`src/rtl/lfrtc_pkg.sv`:
```
package lfrtc_pkg;

    typedef struct packed {
        logic       stop;
        logic [6:0] sec;
        logic [6:0] min;
        logic [5:0] hr;
        logic [2:0] dow;
        logic       sel_hi;
        logic [5:0] date;
        logic [1:0] cent;
        logic [4:0] mon;
        logic [7:0] yr;
    } cal_t;

    localparam cal_t CAL_RESET = '{
        stop: 1'b0, sec: 7'h00, min: 7'h00, hr: 6'h00, dow: 3'd1,
        sel_hi: 1'b1, date: 6'h01, cent: 2'd0, mon: 5'h01, yr: 8'h00
    };

    // Next BCD value of a two-digit number
    function automatic logic [7:0] bcd_inc(input logic [7:0] v);
        if (v[3:0] == 4'd9) return {v[7:4] + 4'd1, 4'd0};
        else                return v + 8'd1;
    endfunction

    // Divisible-by-four test on a BCD year, with the century rule for 00
    function automatic logic is_leap(input logic [7:0] yr, input logic [1:0] cent);
        if (yr == 8'h00) return (cent == 2'd0);
        if (yr[4] == 1'b0) return (yr[3:0] == 4'd0) || (yr[3:0] == 4'd4) || (yr[3:0] == 4'd8);
        return (yr[3:0] == 4'd2) || (yr[3:0] == 4'd6);
    endfunction

    function automatic logic [5:0] month_last(input logic [4:0] mon, input logic leap);
        case (mon)
            5'h02:                      return leap ? 6'h29 : 6'h28;
            5'h04, 5'h06, 5'h09, 5'h11: return 6'h30;
            default:                    return 6'h31;
        endcase
    endfunction

endpackage

```
`src/rtl/lfrtc_tick_sync.sv`:
```
module lfrtc_tick_sync (
    input  logic clk,
    input  logic rst_n,
    input  logic tick_i,
    output logic rise_o
);
    typedef struct packed {
        logic s1;
        logic s2;
        logic s3;
    } sync_t;

    sync_t d, q;

    always_comb begin
        d    = q;
        d.s1 = tick_i;
        d.s2 = q.s1;
        d.s3 = q.s2;
    end

    always_ff @(posedge clk or negedge rst_n) begin
        if (!rst_n) q <= '0;
        else        q <= d;
    end

    assign rise_o = q.s2 & ~q.s3;

    // a rising edge is a single-cycle event
    p_rise_single_r10: assert property (@(posedge clk) disable iff (!rst_n)
        rise_o |=> !rise_o);

endmodule

```
`src/rtl/lfrtc_subsec_div.sv`:
```
module lfrtc_subsec_div #(
    parameter int DIV_LO = 50,
    parameter int DIV_HI = 60
) (
    input  logic clk,
    input  logic rst_n,
    input  logic rise_i,
    input  logic run_i,
    input  logic clr_i,
    input  logic sel_hi_i,
    output logic sec_o,
    output logic wave_o
);
    localparam int CW = $clog2(DIV_HI + 1);

    typedef struct packed {
        logic [CW-1:0] cnt;
    } div_t;

    div_t d, q;
    logic [CW-1:0] lim;
    logic          wrap;

    assign lim  = sel_hi_i ? CW'(DIV_HI) : CW'(DIV_LO);
    assign wrap = rise_i && run_i && !clr_i && (q.cnt == lim - CW'(1));

    always_comb begin
        d = q;
        if (clr_i)              d.cnt = '0;
        else if (wrap)          d.cnt = '0;
        else if (rise_i && run_i) d.cnt = q.cnt + CW'(1);
    end

    always_ff @(posedge clk or negedge rst_n) begin
        if (!rst_n) q <= '0;
        else        q <= d;
    end

    assign sec_o  = wrap;
    assign wave_o = (q.cnt < (lim >> 1));

    p_cnt_range_r1: assert property (@(posedge clk) disable iff (!rst_n)
        q.cnt < lim);
    p_div_clear_r7: assert property (@(posedge clk) disable iff (!rst_n)
        clr_i |=> (q.cnt == '0));
    p_sec_on_rise_r10: assert property (@(posedge clk) disable iff (!rst_n)
        sec_o |-> rise_i);

endmodule

```
`src/rtl/lfrtc_cal_core.sv`:
```
module lfrtc_cal_core
    import lfrtc_pkg::*;
(
    input  logic       clk,
    input  logic       rst_n,
    input  logic       sec_i,
    input  logic       wr_en,
    input  logic [2:0] wr_addr,
    input  logic [7:0] wr_data,
    output cal_t       cal_o
);
    cal_t d, q;
    logic [5:0] last_day;

    assign last_day = month_last(q.mon, is_leap(q.yr, q.cent));

    always_comb begin
        d = q;
        if (wr_en) begin
            case (wr_addr)
                3'd1: begin d.stop = wr_data[7]; d.sec = wr_data[6:0]; end
                3'd2: d.min = wr_data[6:0];
                3'd3: d.hr  = wr_data[5:0];
                3'd4: d.dow = wr_data[2:0];
                3'd5: begin d.sel_hi = wr_data[7]; d.date = wr_data[5:0]; end
                3'd6: begin d.cent = wr_data[7:6]; d.mon = wr_data[4:0]; end
                3'd7: d.yr  = wr_data;
                default: ;
            endcase
        end else if (sec_i && !q.stop) begin
            if (q.sec != 7'h59) d.sec = 7'(bcd_inc(8'(q.sec)));
            else begin
                d.sec = 7'h00;
                if (q.min != 7'h59) d.min = 7'(bcd_inc(8'(q.min)));
                else begin
                    d.min = 7'h00;
                    if (q.hr != 6'h23) d.hr = 6'(bcd_inc(8'(q.hr)));
                    else begin
                        d.hr  = 6'h00;
                        d.dow = (q.dow == 3'd7) ? 3'd1 : q.dow + 3'd1;
                        if (q.date != last_day) d.date = 6'(bcd_inc(8'(q.date)));
                        else begin
                            d.date = 6'h01;
                            if (q.mon != 5'h12) d.mon = 5'(bcd_inc(8'(q.mon)));
                            else begin
                                d.mon = 5'h01;
                                if (q.yr != 8'h99) d.yr = bcd_inc(q.yr);
                                else begin
                                    d.yr   = 8'h00;
                                    d.cent = q.cent + 2'd1;
                                end
                            end
                        end
                    end
                end
            end
        end
    end

    always_ff @(posedge clk or negedge rst_n) begin
        if (!rst_n) q <= CAL_RESET;
        else        q <= d;
    end

    assign cal_o = q;

    p_stop_hold_r6: assert property (@(posedge clk) disable iff (!rst_n)
        (q.stop && !wr_en) |=> $stable(q));
    p_idle_hold_r3: assert property (@(posedge clk) disable iff (!rst_n)
        (!sec_i && !wr_en) |=> $stable(q));

endmodule

```
`src/rtl/linefreq_rtc.sv`:
```
module linefreq_rtc
    import lfrtc_pkg::*;
#(
    parameter int DIV_LO = 50,
    parameter int DIV_HI = 60
) (
    input  logic       clk,
    input  logic       rst_n,
    input  logic       tick_i,
    input  logic       wr_en,
    input  logic [2:0] wr_addr,
    input  logic [7:0] wr_data,
    input  logic [2:0] rd_addr,
    output logic [7:0] rd_data,
    input  logic       freeze_i,
    input  logic       cfg_we,
    input  logic       cfg_sqw_en,
    input  logic       cfg_sqw_od,
    output logic       sqw_o,
    output logic       sqw_oe
);
    typedef struct packed {
        cal_t user;
        logic sqw_en;
        logic sqw_od;
    } top_t;

    localparam top_t TOP_RESET = '{user: CAL_RESET, sqw_en: 1'b0, sqw_od: 1'b0};

    top_t d, q;
    cal_t cal;
    logic rise, sec_pulse, wave;

    lfrtc_tick_sync u_sync (
        .clk    (clk),
        .rst_n  (rst_n),
        .tick_i (tick_i),
        .rise_o (rise)
    );

    lfrtc_subsec_div #(.DIV_LO(DIV_LO), .DIV_HI(DIV_HI)) u_div (
        .clk      (clk),
        .rst_n    (rst_n),
        .rise_i   (rise),
        .run_i    (!cal.stop),
        .clr_i    (wr_en),
        .sel_hi_i (cal.sel_hi),
        .sec_o    (sec_pulse),
        .wave_o   (wave)
    );

    lfrtc_cal_core u_cal (
        .clk     (clk),
        .rst_n   (rst_n),
        .sec_i   (sec_pulse),
        .wr_en   (wr_en),
        .wr_addr (wr_addr),
        .wr_data (wr_data),
        .cal_o   (cal)
    );

    always_comb begin
        d = q;
        if (!freeze_i) d.user = cal;
        if (cfg_we) begin
            d.sqw_en = cfg_sqw_en;
            d.sqw_od = cfg_sqw_od;
        end
    end

    always_ff @(posedge clk or negedge rst_n) begin
        if (!rst_n) q <= TOP_RESET;
        else        q <= d;
    end

    always_comb begin
        case (rd_addr)
            3'd1:    rd_data = {q.user.stop, q.user.sec};
            3'd2:    rd_data = {1'b0, q.user.min};
            3'd3:    rd_data = {2'b00, q.user.hr};
            3'd4:    rd_data = {5'b00000, q.user.dow};
            3'd5:    rd_data = {q.user.sel_hi, 1'b0, q.user.date};
            3'd6:    rd_data = {q.user.cent, 1'b0, q.user.mon};
            3'd7:    rd_data = q.user.yr;
            default: rd_data = 8'h00;
        endcase
    end

    always_comb begin
        if (!q.sqw_en)     begin sqw_o = 1'b0; sqw_oe = 1'b0;  end
        else if (q.sqw_od) begin sqw_o = 1'b0; sqw_oe = !wave; end
        else               begin sqw_o = wave; sqw_oe = 1'b1;  end
    end

    p_freeze_hold_r8: assert property (@(posedge clk) disable iff (!rst_n)
        freeze_i |=> $stable(q.user));
    p_sqw_off_r9: assert property (@(posedge clk) disable iff (!rst_n)
        !q.sqw_en |-> !sqw_oe);
    p_od_low_only_r9: assert property (@(posedge clk) disable iff (!rst_n)
        (q.sqw_en && q.sqw_od) |-> !sqw_o);

endmodule

```
`config.mk`:
```
export PLATFORM = sky130hd
export DESIGN_NAME = linefreq_rtc
export DESIGN_NICKNAME = d
export VERILOG_FILES = /design/src/rtl/lfrtc_pkg.sv /design/src/rtl/lfrtc_tick_sync.sv /design/src/rtl/lfrtc_subsec_div.sv /design/src/rtl/lfrtc_cal_core.sv /design/src/rtl/linefreq_rtc.sv
export SDC_FILE = /design/constraint.sdc
export NUM_CORES = 1
export LEC_CHECK = 0
export BUFFER_PORTS_ARGS = -buffer_cell sky130_fd_sc_hd__buf_2
export CORE_UTILIZATION = 50
export DETAILED_ROUTE_END_ITERATION = 12
export HOLD_SLACK_MARGIN = 0.05
export PLACE_DENSITY_LB_ADDON = 0.2
export SLEW_MARGIN = 15
export SYNTH_ARGS = -nofsm -noshare
export SYNTH_HDL_FRONTEND = slang
export SYNTH_SLANG_ARGS = --single-unit
export TNS_END_PERCENT = 5
```
`constraint.sdc`:
```
create_clock -name clk -period 2.8 [get_ports clk]
set_input_delay 0.84 -clock clk [delete_from_list [all_inputs] [get_ports clk]]
set_output_delay 0.84 -clock clk [all_outputs]
set_load 0.01 [all_outputs]
```
==> results of run 1 <==
-- registers in the layout, summed over array words and instances (netlist names) --
signal and count:
q 48, u_cal.cal_o 46, u_div.q 6, u_sync.d 2, u_sync.q 1
-- power by group through the flow --
stage               logic [mW]  registers (mW)  clock network [mW]
global placement          1.05            2.09                   0
global route              1.27            2.12                1.39
floorplan                0.835            1.95                   0
detailed placement        1.09            2.10                   0
CTS                       1.11            2.08                1.33
finish                    1.12            2.08                1.31
-- metal layers --
metal  share of wire (%)  GRT usage [%]  wire (um)  vias to the layer above
li1                    -              -          -                     2470
met1                  46          38.33       7516                     2562
met2                  47          44.43       7644                      169
met3                 4.7          4.536        775                       26
met4                 2.5          11.29        409                        0
met5                   0              0          0                        -
-- worst register-to-register path, delay by kind of cell (launching register included) --
kind            cells  cell delay, ns
fa+ha+maj           1            0.20
compound gates      4            0.93
flops               1            0.39
simple gates        3            0.79
buf+inv             2            0.26
-- synthesized netlist by cell type, types with 4 or more instances --
master / number
sky130_fd_sc_hd__nand4_1: 8
sky130_fd_sc_hd__nand3_1: 21
sky130_fd_sc_hd__mux2i_1: 12
sky130_fd_sc_hd__buf_2: 7
sky130_fd_sc_hd__a21o_1: 5
sky130_fd_sc_hd__o31a_1: 6
sky130_fd_sc_hd__and3_1: 4
sky130_fd_sc_hd__inv_1: 28
sky130_fd_sc_hd__a22o_1: 4
sky130_fd_sc_hd__a31oi_1: 8
sky130_fd_sc_hd__clkbuf_1: 24
sky130_fd_sc_hd__or3_1: 5
sky130_fd_sc_hd__o211ai_1: 4
sky130_fd_sc_hd__o22ai_1: 5
sky130_fd_sc_hd__nor2b_1: 7
sky130_fd_sc_hd__nor2_1: 44
sky130_fd_sc_hd__nand2b_1: 12
sky130_fd_sc_hd__nand2_1: 90
sky130_fd_sc_hd__mux2_2: 35
sky130_fd_sc_hd__nor3b_1: 5
sky130_fd_sc_hd__buf_1: 4
sky130_fd_sc_hd__a21oi_1: 35
sky130_fd_sc_hd__a21boi_0: 4
sky130_fd_sc_hd__dfstp_2: 8
sky130_fd_sc_hd__o221ai_1: 9
sky130_fd_sc_hd__o31ai_1: 6
sky130_fd_sc_hd__ha_1: 22
sky130_fd_sc_hd__o21ai_0: 67
sky130_fd_sc_hd__dfrtp_1: 95
sky130_fd_sc_hd__nor3_1: 8
sky130_fd_sc_hd__a211oi_1: 7
-- final timing paths --
| check | endpoint | cells after the start |
|---|---|---|
| worst max-delay path | rd_data[4] | 5 |
| worst min-delay path | u_sync.d[0] | 0 |
| worst max register to register | u_cal.cal_o[0] | 10 |
| worst min register to register | u_sync.d[0] | 0 |
| max in group asynchronous | q[10] | 2 |
| min in group asynchronous | q[40] | 1 |
-- kinds of logic after synthesis --
kind of cell             after synthesis  synth area share (%)
flip-flops                           103                 42.39
AND/OR/NAND/NOR                      229                 18.45
multiplexers                          52                 9.963
buffers and inverters                 65                 4.284
adder cells (fa/ha/maj)               22                 4.510
AO/OA/AOI/OAI                        186                 19.68
XOR/XNOR                               5                0.7176
-- cell type report --
class	count	area (um2)	area share (%)
clock inverters	6	68.82	0.9931
flip-flops and latches	103	2587	37.34
multi-input cells	494	3286	47.42
inverters	28	105.1	1.517
repair buffers	64	464.2	6.699
well taps	143	178.9	2.582
clock buffers	10	239.0	3.449
-- what timing repair did --
action                                  4_1_cts  5_1_grt
resized for setup                             4        6
hold buffers                                  0        0
setup buffers                                 1        0
endpoints found under the setup margin        3        5
pin swaps                                     3        3
-- through the flow --
| stage | setup WS (ns) | std cells |
|---|---|---|
| floorplan | 0.03826 | 662 |
| global placement | 0.003169 | 831 |
| detailed placement | -0.01509 | 831 |
| CTS | 0.01083 | 848 |
| global route | -0.01025 | 848 |
| finish | 0.04704 | 848 |
==> impl_metrics.csv, run 1 <==
group,metric,value,unit
layout,n_fill_cell,1035,
floorplanning,start_util,52.33,%
route,postRouteWirelength,16350,um
clocking,cts_tree,"done",
layout,fin_area,6929,um2
critical_path,setup.worst_path.start_class,"input port",
global_route,grt.total_usage,27.95,%
clocking,cts.clk_slew.worst_paths,0.07,ns
critical_path,critical-path-max-stage-delay,0.52,ns
clocking,worstSkewPairLatency,0.35,ns
timing,worst_slew_margin_rel,45.05,%
critical_path,slowest_stage,"sky130_fd_sc_hd__mux4_2",
power,total_power,4.510,mW
route,drt-wirelength-per-cell,19.27,um
flow_run,cap_violations,0,
clocking,cts-htree-levels,3,
global_route,antenna_violations_before_repair,0,
critical_path,critical_path_buf_inv_count,2,
clocking,cts-root-to-sink-buffers,2,
layout,final_core_util,59.41,%
timing,tightest_slew,0.8211,ns
logic_synthesis,synth-seq-cells,103,
layout,post_synthesis_to_final_layout_area_growth,13.53,%
min_path,worst_hold_path_type,"flip-flop to flip-flop",
critical_path,critPathArrivalTime,1.91,ns
power,cellPowerDensity,650.9,nW/um2
timing,setup_viol,0,
logic_synthesis,postSynthNetCount,706,
route,remaining_drc_errors,0,
timing,clock_skew,0.008912,ns
timing,achievable-frequency,363.2,MHz
layout,post_route_cells_drive_above_1_share,20.43,%
power,ir_worst_vdd,0.0003470,V
critical_path,cp-startpoint,"rd_addr[0]",
critical_path,r2r-start,"u_cal.cal_o[4]",
layout,antenna_cells,0,
clocking,cts.root.buffer_cell,"sky130_fd_sc_hd__clkbuf_16",
critical_path,r2r_setup_slack,0.15,ns
logic_synthesis,ys_warn_count,0,
power,switching_power,1.487,mW
critical_path,cp_data_required_time,1.96,ns
logic_synthesis,post_synth_inst_count,662,
power,p_comb_share,24.9,%
timing,drv_slew,0,
timing,min_period_over_period,98.32,%
critical_path,list_of_cells_traversed_by_the_critical_path,"clkbuf_4, mux4_2, nand2_1, o21ai_0, buf_2",
timing,hold-worst-slack,0.3568,ns
critical_path,setup.worst_path.end_class,"primary output",
layout,final_cell_mix,"95 x sky130_fd_sc_hd__dfrtp_1, 90 x sky130_fd_sc_hd__nand2_1, 66 x sky130_fd_sc_hd__o21ai_0",
logic_synthesis,synthesis.area,6103,um2
route,drt_first_iter_violations,331,
power,cellLeakagePower,3.034,nW
status,outcome,"complete, no violations",
floorplanning,fp.coreArea,11660,um2
clocking,tritoncts.num_buffers,9,
logic_synthesis,postSynthAreaPerCell,9.220,um2
power,seq_power_share,46.2,%
logic_synthesis,yosysTopAreaCell,"sky130_fd_sc_hd__dfrtp_1",
logic_synthesis,synth.lib_cells_used.distinct,71,
timing,final_hold_viol_count,0,
route,viasPerCell,6.164,
route,route.vias.total,5227,
floorplanning,die_height,112.5,um
timing,grt_setup_unrepaired,"yes",
logic_synthesis,synth_top_cells_by_area,"sky130_fd_sc_hd__dfrtp_1 39%, sky130_fd_sc_hd__mux2_2 6.5%, sky130_fd_sc_hd__nand2_1 5.5%, sky130_fd_sc_hd__o21ai_0 5.5%, sky130_fd_sc_hd__ha_1 4.5%",
timing,final.setup.tns,0,ns
global_route,via_count_of_the_first_global_routing_pass,5286,
critical_path,crit_path_leading_delay_family,"multiplexers",
min_path,hp-start,"u_sync.d[1]",
floorplanning,die-width,112.5,um
logic_synthesis,most_used_flip_flop_cell_after_synthesis,"sky130_fd_sc_hd__dfrtp_1",
layout,layout_commonest_cell,"sky130_fd_sc_hd__dfrtp_1",
power,cellInternalPower,3.023,mW
critical_path,crit_fanout,7,
global_route,largest_net_degree_at_the_start_of_global_routing,36,
logic_synthesis,post_synth_edffs,0,
route,route.antenna.remaining_nets,0,
floorplanning,ioPinCount,32,
global_route,globalRoute.totalOverflow,0,
logic_synthesis,synthDominantCellAreaShare,38.95,%
clocking,cts.sink_count,103,
layout,finalNetCount,744,
power,switching_share,32.98,%
power,clock_power_share,28.9,%
critical_path,setup.worst_path.class,"input port to primary output",
floorplanning,floorplan.rows,39,
timing,layout_min_cycle_time,2.753,ns
global_route,grt_first_pass_wirelength,27110,um
place,gpl.final_weighted_congestion,0.8811,
logic_synthesis,ys_seq_area_share,42.39,%
floorplanning,design.die.area,12650,um2
place,placed_area,6580,um2
place,detailedPlacementHpwl,11940,um
logic_synthesis,synthArstFlopShare,100.0,%
place,io_buffers,31,
route,drt_pass1_iterations,5,
Power figures use the tool's default switching activity.
==> run 2: changes to the inputs <==
CTS_CLUSTER_SIZE = 30   (was not set)
SETUP_SLACK_MARGIN = 0.5   (was not set)
==> run 2 against run 1 <==
Net effect:
- the run now ends with negative setup slack left
- hold slack improved by 0.0016 ns
- first-iteration DRC count rose by 8.2%
- die area did not move
- sequential cell count did not move
- power rose by 3.7%
- critical path type is now flip-flop to primary output
- highest routed layer unchanged
==> impl_metrics.csv, run 2 (synthesis results as in run 1) <==
group,metric,value,unit
power,ir_worst_vdd,0.0003939,V
layout,antenna_cells,0,
critical_path,list_of_cells_traversed_by_the_critical_path,"inv_2, ha_4, o21ai_2, nand2b_1, a21oi_2, nor2_2, buf_4, nor2_2, a21boi_1, buf_2",
floorplanning,design.die.area,12650,um2
timing,worst_slew_margin_rel,67.54,%
route,met2WireLength,7796,um
clocking,cts_tree,"done",
status,violations,"negative setup slack",
critical_path,critical_path_buf_inv_count,3,
status,outcome,"finished, violations left",
layout,top_register,"q",
timing,min_period_over_period,101.4,%
layout,layout_commonest_cell,"sky130_fd_sc_hd__dfrtp_1",
route,viasPerCell,6.202,
global_route,largest_net_degree_at_the_start_of_global_routing,68,
timing,final.setup.tns,-0.03801,ns
global_route,grt_first_pass_wirelength,27300,um
flow_run,cap_violations,0,
route,postRouteWirelength,16740,um
floorplanning,floorplan.rows,39,
timing,final_critical_path_setup_slack,-0.03801,ns
clocking,cts-htree-levels,3,
critical_path,critical-path-max-stage-delay,0.54,ns
global_route,via_count_of_the_first_global_routing_pass,5254,
clocking,cts.root.buffer_cell,"sky130_fd_sc_hd__clkbuf_16",
route,remaining_drc_errors,0,
clocking,cts.sink_count,103,
route,wl_met1,7393,um
route,drt-wirelength-per-cell,19.58,um
critical_path,cp_data_required_time,1.96,ns
critical_path,critPathArrivalTime,2.00,ns
timing,achievable-frequency,352.4,MHz
layout,final_cell_mix,"92 x sky130_fd_sc_hd__dfrtp_1, 86 x sky130_fd_sc_hd__nand2_1, 56 x sky130_fd_sc_hd__o21ai_0",
route,met3RoutedLength,1020,um
timing,grt_setup_unrepaired,"yes",
timing,setup_viol,1,
timing,tightest_slew,0.4851,ns
critical_path,crit_fanout,3,
floorplanning,die-width,112.5,um
floorplanning,ioPinCount,32,
clocking,tritoncts.num_buffers,9,
place,detailedPlacementHpwl,12060,um
route,route.vias.total,5303,
clocking,cts-root-to-sink-buffers,2,
global_route,grt.total_usage,28.21,%
timing,drv_slew,0,
critical_path,reg2reg_depth,7,
critical_path,setup.worst_path.class,"flip-flop to primary output",
timing,layout_min_cycle_time,2.838,ns
timing,final_hold_viol_count,0,
clocking,worstSkewPairLatency,0.36,ns
critical_path,worst-path-stages,10,
critical_path,setup.worst_path.end_class,"primary output",
critical_path,crit_path_leading_delay_family,"flip-flops",
critical_path,critPathMostFrequentCell,"sky130_fd_sc_hd__nor2_2",
place,gpl.final_weighted_congestion,0.8866,
place,place_worst_setup_slack,0.01384,ns
layout,post_route_cells_drive_above_1_share,27.95,%
floorplanning,die_height,112.5,um
layout,finalNetCount,751,
route,route.antenna.remaining_nets,0,
floorplanning,start_util,52.33,%
min_path,worst_hold_path_type,"flip-flop to flip-flop",
route,drt_first_iter_violations,358,
min_path,worstHoldPathCells,0,
route,drt_pass1_iterations,5,
critical_path,slowest_stage,"sky130_fd_sc_hd__dfstp_2",
timing,clock_skew,0.009148,ns
place,io_buffers,31,
route,top_layer,"met4",
power,cellLeakagePower,3.147,nW
clocking,cts.clk_slew.worst_paths,0.07,ns
floorplanning,fp.coreArea,11660,um2
layout,post_synthesis_to_final_layout_area_growth,20.46,%
layout,largest_register_ff_count,48,
global_route,globalRoute.totalOverflow,0,
critical_path,setup.worst_path.start_class,"flip-flop",
global_route,antenna_violations_before_repair,0,
power,cellPowerDensity,636.1,nW/um2
## run 2: area by class of cell
class / count / area, um2
Fill cell: 957 / 4310
Multi-Input combinational cell: 494 / 3591
Sequential cell: 103 / 2591
Timing Repair Buffer: 71 / 568.0
Clock buffer: 13 / 250.2
Tap cell: 143 / 178.9
Inverter: 28 / 105.1
Clock inverter: 3 / 67.56
## run 2: routing by layer
metal / GRT usage [%] / up-vias
met5: 0 / -
met4: 13.16 / 0
met3: 6.425 / 42
met2: 44.10 / 164
met1: 37.41 / 2609
li1: - / 2488
## run 2: per-stage QoR
| stage | power [mW] | instance area, um2 | hold slack [ns] | instances | utilization (%) |
|---|---|---|---|---|---|
| final | 4.677 | 7352 | 0.3585 | 855 | 63.04 |
| after global routing | 4.939 | 7352 | 0.3756 | 855 | 63.04 |
| after CTS | 4.662 | 7273 | 0.3646 | 855 | 62.36 |
| after detailed placement | 3.214 | 6605 | 0.3395 | 837 | 56.64 |
| after global placement | 3.163 | 6605 | 0.3408 | 837 | 56.64 |
| after floorplan | 2.791 | 6131 | 0.3312 | 662 | - |
## run 2: power by group
part	total (mW)	internal [mW]	switching, mW
Sequential	2.07	1.78	0.298
Combinational	1.24	0.581	0.658
Clock	1.36	0.809	0.554
Total	4.68	3.17	1.51
## run 2: worst reg2reg max path: stages, from the launching register on
cell                      delay [ns]
sky130_fd_sc_hd__dfrtp_2        0.47
sky130_fd_sc_hd__a211o_1        0.26
sky130_fd_sc_hd__a221o_1        0.36
sky130_fd_sc_hd__and3_4         0.17
sky130_fd_sc_hd__or4_4          0.60
sky130_fd_sc_hd__a21oi_4        0.29
sky130_fd_sc_hd__a21o_4         0.18
sky130_fd_sc_hd__mux2_4         0.30
## run 2: repair_timing
action | 4_1_cts | 5_1_grt
gates resized for setup | 89 | 17
hold buffers | 0 | 0
pin swaps | 53 | 39
setup buffers | 2 | 0
setup endpoints to repair | 46 | 45
## run 2: final timing paths
kind                                  from               to  slack (ns)
min in group asynchronous            rst_n            q[46]        0.41
max in group asynchronous            rst_n  u_cal.cal_o[25]        1.74
max                        u_cal.cal_o[21]           sqw_oe       -0.04
max reg2reg                 u_cal.cal_o[1]   u_cal.cal_o[3]        0.05
min reg2reg                    u_sync.d[1]      u_sync.d[0]        0.36
min                            u_sync.d[1]      u_sync.d[0]        0.36
